==> src/rtl/wdrr_pkg.sv <==
package wdrr_pkg;

    typedef enum logic [1:0] {
        ST_IDLE   = 2'd0,
        ST_CREDIT = 2'd1,
        ST_OFFER  = 2'd2
    } sched_state_e;

    typedef enum logic [1:0] {
        DA_KEEP = 2'd0,
        DA_ADD  = 2'd1,
        DA_SUB  = 2'd2,
        DA_ZERO = 2'd3
    } deficit_act_e;

    localparam logic FIELD_QUANTUM = 1'b0;
    localparam logic FIELD_THRESH  = 1'b1;

endpackage

==> src/rtl/wdrr_cfg_regs.sv <==
module wdrr_cfg_regs #(
    parameter int NQ          = 4,
    parameter int QW          = 2,
    parameter int QNT_W       = 10,
    parameter int BYTE_W      = 16,
    parameter int DEF_QUANTUM = 64,
    parameter int DEF_THRESH  = 1024
) (
    input  logic              clk,
    input  logic              rst_n,
    input  logic              wr_en,
    input  logic              wr_field,
    input  logic [QW-1:0]     wr_qid,
    input  logic [BYTE_W-1:0] wr_data,
    output logic [QNT_W-1:0]  quantum [NQ],
    output logic [BYTE_W-1:0] thresh  [NQ]
);
    import wdrr_pkg::*;

    for (genvar g = 0; g < NQ; g++) begin : g_q
        logic hit;
        assign hit = wr_en && (wr_qid == QW'(g));

        always_ff @(posedge clk) begin
            if (!rst_n) begin
                quantum[g] <= QNT_W'(DEF_QUANTUM);
                thresh[g]  <= BYTE_W'(DEF_THRESH);
            end else if (hit) begin
                if (wr_field == FIELD_QUANTUM) begin
                    quantum[g] <= wr_data[QNT_W-1:0];
                end else begin
                    thresh[g] <= wr_data;
                end
            end
        end
    end

endmodule

==> src/rtl/wdrr_desc_store.sv <==
module wdrr_desc_store #(
    parameter int NQ     = 4,
    parameter int QW     = 2,
    parameter int DEPTH  = 16,
    parameter int PW     = 4,
    parameter int CW     = 5,
    parameter int LEN_W  = 11,
    parameter int HDL_W  = 10,
    parameter int BYTE_W = 16
) (
    input  logic              clk,
    input  logic              rst_n,
    input  logic              push,
    input  logic [QW-1:0]     push_qid,
    input  logic [LEN_W-1:0]  push_len,
    input  logic [HDL_W-1:0]  push_hdl,
    input  logic              pop,
    input  logic [QW-1:0]     pop_qid,
    output logic [LEN_W-1:0]  head_len [NQ],
    output logic [HDL_W-1:0]  head_hdl [NQ],
    output logic [CW-1:0]     q_pkts   [NQ],
    output logic [BYTE_W-1:0] q_bytes  [NQ],
    output logic [DEPTH-1:0]  free_map,
    output logic              full
);
    logic [PW-1:0]    nxt      [DEPTH];
    logic [LEN_W-1:0] slot_len [DEPTH];
    logic [HDL_W-1:0] slot_hdl [DEPTH];
    logic [PW-1:0]    head_ptr [NQ];
    logic [PW-1:0]    tail_ptr [NQ];
    logic [PW-1:0]    alloc;
    logic             link;

    // lowest free slot is handed to the next accepted arrival
    always_comb begin
        alloc = '0;
        for (int i = DEPTH - 1; i >= 0; i--) begin
            if (free_map[i]) alloc = PW'(i);
        end
    end

    assign full = ~|free_map;

    // append behind the tail unless the queue is empty, or its only entry leaves now
    assign link = (q_pkts[push_qid] != '0) &&
                  !(pop && (pop_qid == push_qid) && (q_pkts[push_qid] == CW'(1)));

    for (genvar g = 0; g < NQ; g++) begin : g_head
        assign head_len[g] = slot_len[head_ptr[g]];
        assign head_hdl[g] = slot_hdl[head_ptr[g]];
    end

    always_ff @(posedge clk) begin
        if (push) begin
            slot_len[alloc] <= push_len;
            slot_hdl[alloc] <= push_hdl;
            if (link) nxt[tail_ptr[push_qid]] <= alloc;
        end
    end

    always_ff @(posedge clk) begin
        if (!rst_n) begin
            free_map <= '1;
            for (int q = 0; q < NQ; q++) begin
                head_ptr[q] <= '0;
                tail_ptr[q] <= '0;
            end
        end else begin
            if (pop) begin
                free_map[head_ptr[pop_qid]] <= 1'b1;
                head_ptr[pop_qid]           <= nxt[head_ptr[pop_qid]];
            end
            if (push) begin
                free_map[alloc]    <= 1'b0;
                tail_ptr[push_qid] <= alloc;
                if (!link) head_ptr[push_qid] <= alloc;
            end
        end
    end

    for (genvar g = 0; g < NQ; g++) begin : g_cnt
        logic push_hit;
        logic pop_hit;
        assign push_hit = push && (push_qid == QW'(g));
        assign pop_hit  = pop  && (pop_qid  == QW'(g));

        always_ff @(posedge clk) begin
            if (!rst_n) begin
                q_pkts[g]  <= '0;
                q_bytes[g] <= '0;
            end else begin
                q_pkts[g]  <= q_pkts[g] + CW'(push_hit) - CW'(pop_hit);
                q_bytes[g] <= q_bytes[g]
                            + (push_hit ? BYTE_W'(push_len)    : '0)
                            - (pop_hit  ? BYTE_W'(head_len[g]) : '0);
            end
        end
    end

endmodule

==> src/rtl/wdrr_sched.sv <==
module wdrr_sched #(
    parameter int NQ    = 4,
    parameter int QW    = 2,
    parameter int LEN_W = 11,
    parameter int QNT_W = 10,
    parameter int DEF_W = 12
) (
    input  logic             clk,
    input  logic             rst_n,
    input  logic [NQ-1:0]    q_nonempty,
    input  logic [NQ-1:0]    q_last,
    input  logic [LEN_W-1:0] head_len [NQ],
    input  logic [QNT_W-1:0] quantum  [NQ],
    input  logic             push,
    input  logic [QW-1:0]    push_qid,
    input  logic             deq_ready,
    output logic [QW-1:0]    cur,
    output logic             deq_valid,
    output logic             pop
);
    import wdrr_pkg::*;

    sched_state_e     state_q, state_d;
    logic [QW-1:0]    cur_q, cur_d, pick;
    logic [DEF_W-1:0] deficit [NQ];
    deficit_act_e     act;
    logic             fits;

    // next non-empty queue after the current one, circular
    always_comb begin
        pick = cur_q;
        for (int i = NQ; i >= 1; i--) begin
            if (q_nonempty[(int'(cur_q) + i) % NQ]) pick = QW'((int'(cur_q) + i) % NQ);
        end
    end

    // state register
    always_ff @(posedge clk) begin
        if (!rst_n) begin
            state_q <= ST_IDLE;
            cur_q   <= '0;
        end else begin
            state_q <= state_d;
            cur_q   <= cur_d;
        end
    end

    // outputs
    always_comb begin
        fits      = DEF_W'(head_len[cur_q]) <= deficit[cur_q];
        deq_valid = (state_q == ST_OFFER) && q_nonempty[cur_q] && fits;
        pop       = deq_valid && deq_ready;
        cur       = cur_q;
    end

    // transitions
    always_comb begin
        state_d = state_q;
        cur_d   = cur_q;
        act     = DA_KEEP;
        unique case (state_q)
            ST_IDLE: begin
                if (|q_nonempty) begin
                    cur_d   = pick;
                    state_d = ST_CREDIT;
                end
            end
            ST_CREDIT: begin
                act     = DA_ADD;
                state_d = ST_OFFER;
            end
            ST_OFFER: begin
                if (!q_nonempty[cur_q]) begin
                    act     = DA_ZERO;
                    state_d = ST_IDLE;
                end else if (!fits) begin
                    state_d = ST_IDLE;
                end else if (deq_ready) begin
                    if (q_last[cur_q] && !(push && (push_qid == cur_q))) begin
                        act     = DA_ZERO;
                        state_d = ST_IDLE;
                    end else begin
                        act = DA_SUB;
                    end
                end
            end
            default: state_d = ST_IDLE;
        endcase
    end

    for (genvar g = 0; g < NQ; g++) begin : g_def
        always_ff @(posedge clk) begin
            if (!rst_n) begin
                deficit[g] <= '0;
            end else if (cur_q == QW'(g)) begin
                unique case (act)
                    DA_ADD:  deficit[g] <= deficit[g] + DEF_W'(quantum[g]);
                    DA_SUB:  deficit[g] <= deficit[g] - DEF_W'(head_len[g]);
                    DA_ZERO: deficit[g] <= '0;
                    default: deficit[g] <= deficit[g];
                endcase
            end
        end
    end

endmodule

==> src/rtl/wdrr_qmgr.sv <==
module wdrr_qmgr #(
    parameter int NQ          = 4,
    parameter int DEPTH       = 16,
    parameter int LEN_W       = 11,
    parameter int HDL_W       = 10,
    parameter int QNT_W       = 10,
    parameter int BYTE_W      = 16,
    parameter int DEF_QUANTUM = 64,
    parameter int DEF_THRESH  = 1024,
    localparam int QW         = $clog2(NQ),
    localparam int PW         = $clog2(DEPTH),
    localparam int CW         = $clog2(DEPTH + 1),
    localparam int DEF_W      = ((LEN_W > QNT_W) ? LEN_W : QNT_W) + 1
) (
    input  logic              clk,
    input  logic              rst_n,
    input  logic              enq_valid,
    input  logic [QW-1:0]     enq_qid,
    input  logic [LEN_W-1:0]  enq_len,
    input  logic [HDL_W-1:0]  enq_hdl,
    input  logic              cfg_we,
    input  logic              cfg_field,
    input  logic [QW-1:0]     cfg_qid,
    input  logic [BYTE_W-1:0] cfg_data,
    output logic              deq_valid,
    input  logic              deq_ready,
    output logic [QW-1:0]     deq_qid,
    output logic [LEN_W-1:0]  deq_len,
    output logic [HDL_W-1:0]  deq_hdl,
    output logic              drop_valid,
    output logic [QW-1:0]     drop_qid,
    output logic [LEN_W-1:0]  drop_len,
    output logic [HDL_W-1:0]  drop_hdl
);
    logic [QNT_W-1:0]  quantum  [NQ];
    logic [BYTE_W-1:0] thresh   [NQ];
    logic [LEN_W-1:0]  head_len [NQ];
    logic [HDL_W-1:0]  head_hdl [NQ];
    logic [CW-1:0]     q_pkts   [NQ];
    logic [BYTE_W-1:0] q_bytes  [NQ];
    logic [DEPTH-1:0]  free_map;
    logic              full;
    logic [NQ-1:0]     q_nonempty, q_last;
    logic              accept, pop;
    logic [QW-1:0]     cur;

    wdrr_cfg_regs #(
        .NQ(NQ), .QW(QW), .QNT_W(QNT_W), .BYTE_W(BYTE_W),
        .DEF_QUANTUM(DEF_QUANTUM), .DEF_THRESH(DEF_THRESH)
    ) cfg_i (
        .clk(clk), .rst_n(rst_n), .wr_en(cfg_we), .wr_field(cfg_field),
        .wr_qid(cfg_qid), .wr_data(cfg_data), .quantum(quantum), .thresh(thresh)
    );

    // admission: fits under the threshold (inclusive) and a slot is free
    assign accept = enq_valid && !full &&
                    ((BYTE_W + 1)'(q_bytes[enq_qid]) + (BYTE_W + 1)'(enq_len)
                        <= (BYTE_W + 1)'(thresh[enq_qid]));

    wdrr_desc_store #(
        .NQ(NQ), .QW(QW), .DEPTH(DEPTH), .PW(PW), .CW(CW),
        .LEN_W(LEN_W), .HDL_W(HDL_W), .BYTE_W(BYTE_W)
    ) store_i (
        .clk(clk), .rst_n(rst_n),
        .push(accept), .push_qid(enq_qid), .push_len(enq_len), .push_hdl(enq_hdl),
        .pop(pop), .pop_qid(cur),
        .head_len(head_len), .head_hdl(head_hdl), .q_pkts(q_pkts), .q_bytes(q_bytes),
        .free_map(free_map), .full(full)
    );

    for (genvar g = 0; g < NQ; g++) begin : g_flags
        assign q_nonempty[g] = q_pkts[g] != '0;
        assign q_last[g]     = q_pkts[g] == CW'(1);
    end

    wdrr_sched #(
        .NQ(NQ), .QW(QW), .LEN_W(LEN_W), .QNT_W(QNT_W), .DEF_W(DEF_W)
    ) sched_i (
        .clk(clk), .rst_n(rst_n), .q_nonempty(q_nonempty), .q_last(q_last),
        .head_len(head_len), .quantum(quantum), .push(accept), .push_qid(enq_qid),
        .deq_ready(deq_ready), .cur(cur), .deq_valid(deq_valid), .pop(pop)
    );

    assign deq_qid = cur;
    assign deq_len = head_len[cur];
    assign deq_hdl = head_hdl[cur];

    always_ff @(posedge clk) begin
        if (!rst_n) begin
            drop_valid <= 1'b0;
            drop_qid   <= '0;
            drop_len   <= '0;
            drop_hdl   <= '0;
        end else begin
            drop_valid <= enq_valid && !accept;
            drop_qid   <= enq_qid;
            drop_len   <= enq_len;
            drop_hdl   <= enq_hdl;
        end
    end

endmodule

==> config.mk <==
export PLATFORM = sky130hd
export DESIGN_NAME = wdrr_qmgr
export DESIGN_NICKNAME = d
export VERILOG_FILES = /design/src/rtl/wdrr_pkg.sv /design/src/rtl/wdrr_cfg_regs.sv /design/src/rtl/wdrr_desc_store.sv /design/src/rtl/wdrr_sched.sv /design/src/rtl/wdrr_qmgr.sv
export SDC_FILE = /design/constraint.sdc
export NUM_CORES = 2
export LEC_CHECK = 0
export BUFFER_PORTS_ARGS = -buffer_cell sky130_fd_sc_hd__buf_4
export CAP_MARGIN = 5
export CORE_MARGIN = 2
export CORE_UTILIZATION = 55
export CTS_BUF_LIST = sky130_fd_sc_hd__clkbuf_8
export DETAILED_ROUTE_END_ITERATION = 16
export GPL_TIMING_DRIVEN = 0
export PLACE_DENSITY = 0.74
export SLEW_MARGIN = 5
export SYNTH_ARGS = -nofsm -noshare
export SYNTH_HDL_FRONTEND = slang
export SYNTH_SLANG_ARGS = --single-unit
export TNS_END_PERCENT = 1
==> constraint.sdc <==
create_clock -name clk -period 13.9 [get_ports clk]
set_input_delay 2.78 -clock clk [delete_from_list [all_inputs] [get_ports clk]]
set_output_delay 2.78 -clock clk [all_outputs]
set_load 0.02 [all_outputs]
=== Word level (Yosys, flattened, before mapping) ===
Memory sizes are Yosys's and may differ from the RTL's. A register that Yosys moved wholly into a read port is not among the register bits.
Cells that the tools add are included.

* $add $sub $neg: 29
* $lt $le $gt $ge: 13
* Eq/ne operators: 24
* Mux-type cells: 173
* Bitwise operators: 26
* Reductions and logical operators: 58

{| class="wikitable"
|+ Operator list
! operator !! number
|-
| $mux W12 || 16
|-
| $mux W16 || 7
|-
| $mux W11 || 10
|-
| $mux W1 || 83
|-
| $mux W4 || 19
|-
| $add A16 B16 Y16 || 4
|-
| $bmux W16 S2 || 2
|-
| $sub A16 B16 Y16 || 4
|-
| $add A12 B10 Y12 || 4
|-
| $sub A12 B11 Y12 || 4
|-
| $mux W2 || 19
|-
| $eq A5 B1 Y1 const B || 5
|-
| $logic_and A1 B1 Y1 || 25
|-
| $reduce_bool A5 Y1 || 5
|-
| $bmux W11 S2 || 1
|-
| $add A5 B1 Y5 || 4
|-
| $bmux W10 S2 || 1
|-
| $mux W10 || 2
|-
| $sub A5 B1 Y5 || 4
|-
| $eq A2 B2 Y1 const B || 9
|-
| $add A16 B11 Y17 || 1
|-
| $le A17 B16 Y1 || 1
|-
| $and A16 B16 Y16 || 1
|-
| $lt A3 B4 Y1 const B || 4
|-
| 32 further kinds || 88
|}

* Bits in registers: 232
* RAM bits: 480
* Output and inout port bits: 48
* Word-level logic and storage cells: 352
* Memories kept: 6

{| class="wikitable"
|+ Memory list
! memory !! words !! bits a word !! rd ports !! clocked after Yosys merged registers in !! wr ports !! RTL line !! RTL
|-
| store_i.slot_len || 16 || 11 || 4 || 0 || 1 || wdrr_desc_store.sv:27 || <nowiki>logic [LEN_W-1:0] slot_len [DEPTH];</nowiki>
|-
| store_i.slot_hdl || 16 || 10 || 4 || 0 || 1 || wdrr_desc_store.sv:28 || <nowiki>logic [HDL_W-1:0] slot_hdl [DEPTH];</nowiki>
|-
| store_i.nxt || 16 || 4 || 1 || 0 || 1 || wdrr_desc_store.sv:26 || <nowiki>logic [PW-1:0] nxt [DEPTH];</nowiki>
|-
| sched_i.deficit || 4 || 12 || 5 || 1 || 4 || wdrr_sched.sv:25 || <nowiki>logic [DEF_W-1:0] deficit [NQ];</nowiki>
|-
| store_i.head_ptr || 4 || 4 || 5 || 1 || 4 || wdrr_desc_store.sv:29 || <nowiki>logic [PW-1:0] head_ptr [NQ];</nowiki>
|-
| store_i.tail_ptr || 4 || 4 || 1 || 0 || 4 || wdrr_desc_store.sv:30 || <nowiki>logic [PW-1:0] tail_ptr [NQ];</nowiki>
|}

=== Logic depth before layout (Yosys ltp) ===
* Word-level depth: 24
* Mapped depth: 39
* Depth with buffers taken out: 33

=== Modules after synthesis ===
A second synthesis with hierarchy kept.

* Cells, all modules: 3539
* Area total of the unflattened synthesis: 46036.7 µm²

{| class="wikitable"
|+ By module, submodules not included
! module !! times used !! cells each !! area an instance (µm²) !! sequential area each (µm²)
|-
| wdrr_desc_store || 1 || 2158 || 32397.3 || 14974.4
|-
| wdrr_sched || 1 || 758 || 6889.1 || 1561.5
|-
| wdrr_cfg_regs || 1 || 367 || 3847.4 || 2082.0
|-
| wdrr_qmgr || 1 || 256 || 2902.8 || 480.5
|}

=== Least setup slack after synthesis ===
No wires, ideal clock.

* Kind: input-to-reg
* Start: input port enq_qid[0]
* End: register store_i.q_bytes[15] (netlist name)
* Library setup time: 128 ps
* Arrival time: 11449 ps
* Required time: 13772 ps
* Setup slack: 2324 ps
* Stages on the path: 37
* Path buffers: 6
* Cells stage by stage: buf_2 -> buf_1 -> buf_2 -> buf_1 -> mux4_2 -> ha_1 -> a21o_1 -> a21oi_1 -> o21bai_1 -> a31oi_1 -> o21ai_0 -> or4_1 -> and3_1 -> nand2_1 -> xnor2_1 -> ha_1 -> nand2_1 -> nor4_1 -> a21oi_1 -> a21o_1 -> or2_4 -> clkbuf_1 -> nor2_1 -> buf_2 -> nand2_1 -> fa_1 -> inv_1 -> ha_1 -> a21o_1 -> a211oi_1 -> nor4_1 -> a2111oi_0 -> nor3_1 -> a2111oi_0 -> a21oi_1 -> xnor2_1 -> nor2_1

* Longest elaborated chain between the ends: 11
* Elaborated cells between the ends (all ways): 15
* Classes of those cells: add/sub (3); order compare (1); eq/ne (1); mux (7); bitwise (1); reduce/logical (2)

{| class="wikitable"
|+ Ends and longest elaborated chain
! item !! RTL line !! RTL
|-
| start, declared || wdrr_qmgr.sv:18 || <nowiki>input logic [QW-1:0] enq_qid,</nowiki>
|-
| $not A2 Y3 (implied by the code) || wdrr_qmgr.sv:57, wdrr_qmgr.sv:58 ||
|-
| $bmux W16 S2 || wdrr_qmgr.sv:57 || <nowiki>((BYTE_W + 1)'(q_bytes[enq_qid]) + (BYTE_W + 1)'(enq_len)</nowiki>
|-
| $mux W16 (implied by the code) (2 in a row) || wdrr_qmgr.sv:57 ||
|-
| $add A16 B11 Y17 || wdrr_qmgr.sv:57 ||
|-
| $le A17 B16 Y1 || wdrr_qmgr.sv:58 || <nowiki><= (BYTE_W + 1)'(thresh[enq_qid]));</nowiki>
|-
| $logic_and A1 B1 Y1 || wdrr_qmgr.sv:56 || <nowiki>assign accept = enq_valid && !full &&</nowiki>
|-
| $logic_and A1 B1 Y1 (*) || wdrr_desc_store.sv:84 || <nowiki>assign push_hit = push && (push_qid == QW'(g));</nowiki>
|-
| $mux W11 (*) || wdrr_desc_store.sv:94 || <nowiki>+ (push_hit ? BYTE_W'(push_len) : '0)</nowiki>
|-
| $add A16 B16 Y16 (*) || wdrr_desc_store.sv:94 ||
|-
| $sub A16 B16 Y16 (*) || wdrr_desc_store.sv:95 || <nowiki>- (pop_hit ? BYTE_W'(head_len[g]) : '0);</nowiki>
|-
| end signal, assigned by index || wdrr_desc_store.sv:93 || <nowiki>q_bytes[g] <= q_bytes[g]</nowiki>
|-
| end, declared || wdrr_desc_store.sv:22 || <nowiki>output logic [BYTE_W-1:0] q_bytes [NQ],</nowiki>
|}

Every way passes the cells marked *; elsewhere a longest branch is shown, timed or not. The select of a mux whose other input is x is not followed.
A chain may end at the register's enable or synchronous reset.

=== Worst setup path in the final report ===
* Start: input port enq_qid[1]
* End: register store_i.q_bytes[15] (netlist name)

Same word-level chain as after synthesis.

==> impl_metrics.ini <==
[status]
status = complete, no violations

[sta]
maxSlewViolCount = 0
clock_skew_ns = 0.0639
clock.fmax_mhz = 76.0
min_period_ns = 13.15
worstMarginPinSlew_ns = 1.45
setup_violations = 0
post-route-period-util = 0.946
fin_hold_ws_ns = 0.454
hold_viol_final = 0
maxSlewHeadroom = 0.0354
rsz0062_at_grt = false

[detailed_routing]
drc_errors = 0
antenna_left = 0
vias = 34400
post_drt_wl_per_cell_um = 28.9
firstDrtPassIters = 6
routed_wirelength_mm = 145
viasPerCell = 6.88
drt_iter0_drc = 4928

[setup_path]
worstPathRequired_ns = 14.52
slowest_delay_ns = 0.72
cp_slowest_cell = a2111oi_0
crit_type = primary input to register
worst_setup_path_start_kind = primary input
r2r_slack_ns = 3.15
crit_path_end_kind = register
arrival_ns = 13.77
crit_fanout = 10

[cells_and_area]
drive_gt1_frac = 0.224
mostFrequentLayoutCell = mux4_2
fillCellCount = 6059
final_cell_mix = mux4_2, edfxtp_1, nand2_1
syn_to_final_growth_pct = 11.2
final_net_count = 4143
fin_area_um2 = 50100

[yosys]
synth_fp_nets = 3899
synth_area_leaders = edfxtp_1, mux4_2, dfxtp_1
synth_ff_type = edfxtp_1
syn_avg_cell_area_um2 = 12.5
synth-async-reset-ratio = 0
netlist_instances = 3588
synth-seq-cells = 714
synth_cell_types = 72
syn_area_um2 = 45000
synth_warnings = 0
synth_top_area_frac = 0.320
synth_area_leader_cell = edfxtp_1
synth-seq-area-share = 0.424
synth_edf_count = 480

[clock_tree]
cts_root_buf = clkbuf_8
numCtsBuffers = 120
post_cts_resized = 0
cts_hold_buf = 0
worstSkewPairLatency_ns = 0.82
cts_sinks = 714
cts_tree = built
max-clock-path-buffers = 3
postCtsSetupRepairBufs = 0
clk_pin_slew_ns = 0.07
htree_levels = 3

[die]
die_w_um = 290
start_util = 0.557
row_count = 104
die_h_um = 290
coreArea_um2 = 80800
ios = 95
dieArea_um2 = 84200

[place]
place_congestion = 0.973
hpwl_mm = 103
portBuffers = 78
placed_area_um2 = 47500

[grt]
antenna_found_initial = 6
grt.overflow.total = 0
grt_start_max_net_pins = 26
grt_pass1_vias = 33400
grt_first_pass_wirelength_mm = 211
grt_util_all_layers = 0.341

[pwr]
p_total_mw = 8.06
power_leakage_nw = 18.3
power.density_nw_per_um2 = 161
ir_drop_uv = 101

[hold_path]
holdCritPathClass = register to register

[flow_run]
maxCapViolations = 0
[power breakdown]
part / internal (mW) / switching [mW] / leakage, nW
Clock: 1.04 / 0.938 / 1.43
Sequential: 2.47 / 0.146 / 6.35
Combinational: 1.50 / 1.97 / 10.5
[path summary, 6_finish.rpt]
kind / from / to / cells after the start
worst max-delay path: enq_qid[1] / store_i.q_bytes[15] / 37
worst min-delay path: cfg_i.thresh[5] / cfg_i.thresh[5] / 2
worst max register to register: store_i.head_ptr[1][0] / store_i.q_bytes[15] / 25
worst min register to register: cfg_i.thresh[5] / cfg_i.thresh[5] / 2
[cells by family (layout without fill, tap and decap cells)]
kind of cell	count (synthesis)	count (layout)	synth area share
AOI/OAI and AO/OA	523	523	0.0689
other	0	8	0
and+or+nand+nor	934	934	0.0968
adders and majority gates	264	264	0.0827
buffers and inverters	493	837	0.0418
xor gates and xnor gates	128	128	0.0249
DFF	714	714	0.424
muxes	532	532	0.261
[Yosys cell counts, types with 3 or more instances]
cell,count
a31oi_1,35
nor4_1,22
o211ai_1,6
clkbuf_2,10
a21o_1,42
buf_2,6
o21bai_1,10
o21ai_0,128
edfxtp_1,480
nand4_1,13
o21a_1,12
xnor2_1,75
o221ai_1,3
mux2i_1,14
xor2_1,53
fa_1,56
o32ai_1,3
nor3_1,75
nand3_1,48
or3_1,25
ha_1,208
mux4_2,511
inv_1,298
or2_2,9
buf_1,46
nand2b_1,37
a211oi_1,17
mux2_2,6
o31a_1,4
o31ai_1,7
nor2_1,197
dfxtp_1,234
nor2b_1,36
a21boi_0,7
and2_1,47
nand2_1,351
a21oi_1,200
o41ai_1,4
o22ai_1,25
o21ba_2,3
and3_1,56
clkbuf_1,127
[per-stage QoR]
step           utilization  std cells  worst slack (ns)  setup TNS (ns)
2_1_floorplan            -       3588              2.32               0
3_3_place_gp         0.581       4726             -2.44         -330.04
6_report             0.620       5000             0.747               0
3_5_place_dp         0.588       4771            -0.313          -0.413
5_1_grt              0.619       4994             0.125               0
4_1_cts              0.619       4993             0.454               0
[sequential cells by signal, indices dropped and copies added (netlist names), 11 cells and up, named ones only]
register / count
store_i.slot_hdl: 160
cfg_i.thresh: 64
store_i.head_ptr: 16
cfg_i.quantum: 40
store_i.free_map: 16
store_i.slot_len: 176
store_i.tail_ptr: 16
store_i.nxt: 64
store_i.q_pkts: 20
sched_i.deficit: 48
drop_len: 11
store_i.q_bytes: 64
[per-layer routing]
metal	routed length, um	vias up	global-route usage	part of all wire
li1	-	14200	-	-
met1	49000	16500	0.427	0.34
met2	65300	2893	0.529	0.45
met3	19300	771	0.0951	0.13
met4	11100	4	0.216	0.077
met5	30	-	0	0.00021
[layout make-up]
cell class	instances	area, um^2	share of cell area
Sequential cell	714	19100	0.381
Clock buffer	147	2020	0.0404
Buffer	190	748	0.0149
Tap cell	1060	1330	0.0265
Inverter	302	1130	0.0226
Antenna cell	8	20.0	0.000400
Timing Repair Buffer	123	1090	0.0218
Clock inverter	75	485	0.00970
Multi-Input combinational cell	2381	24100	0.482
[worst max-delay path, delay by kind of cell]
family                     cells  cell delay, ns
AOI/OAI and AO/OA             12            3.67
xor gates and xnor gates       2            0.26
adders and majority gates      4            1.41
buffers and inverters          7            2.67
muxes                          1            0.47
and+or+nand+nor               11            2.48
Note: power is estimated with default switching activity, not from simulation.
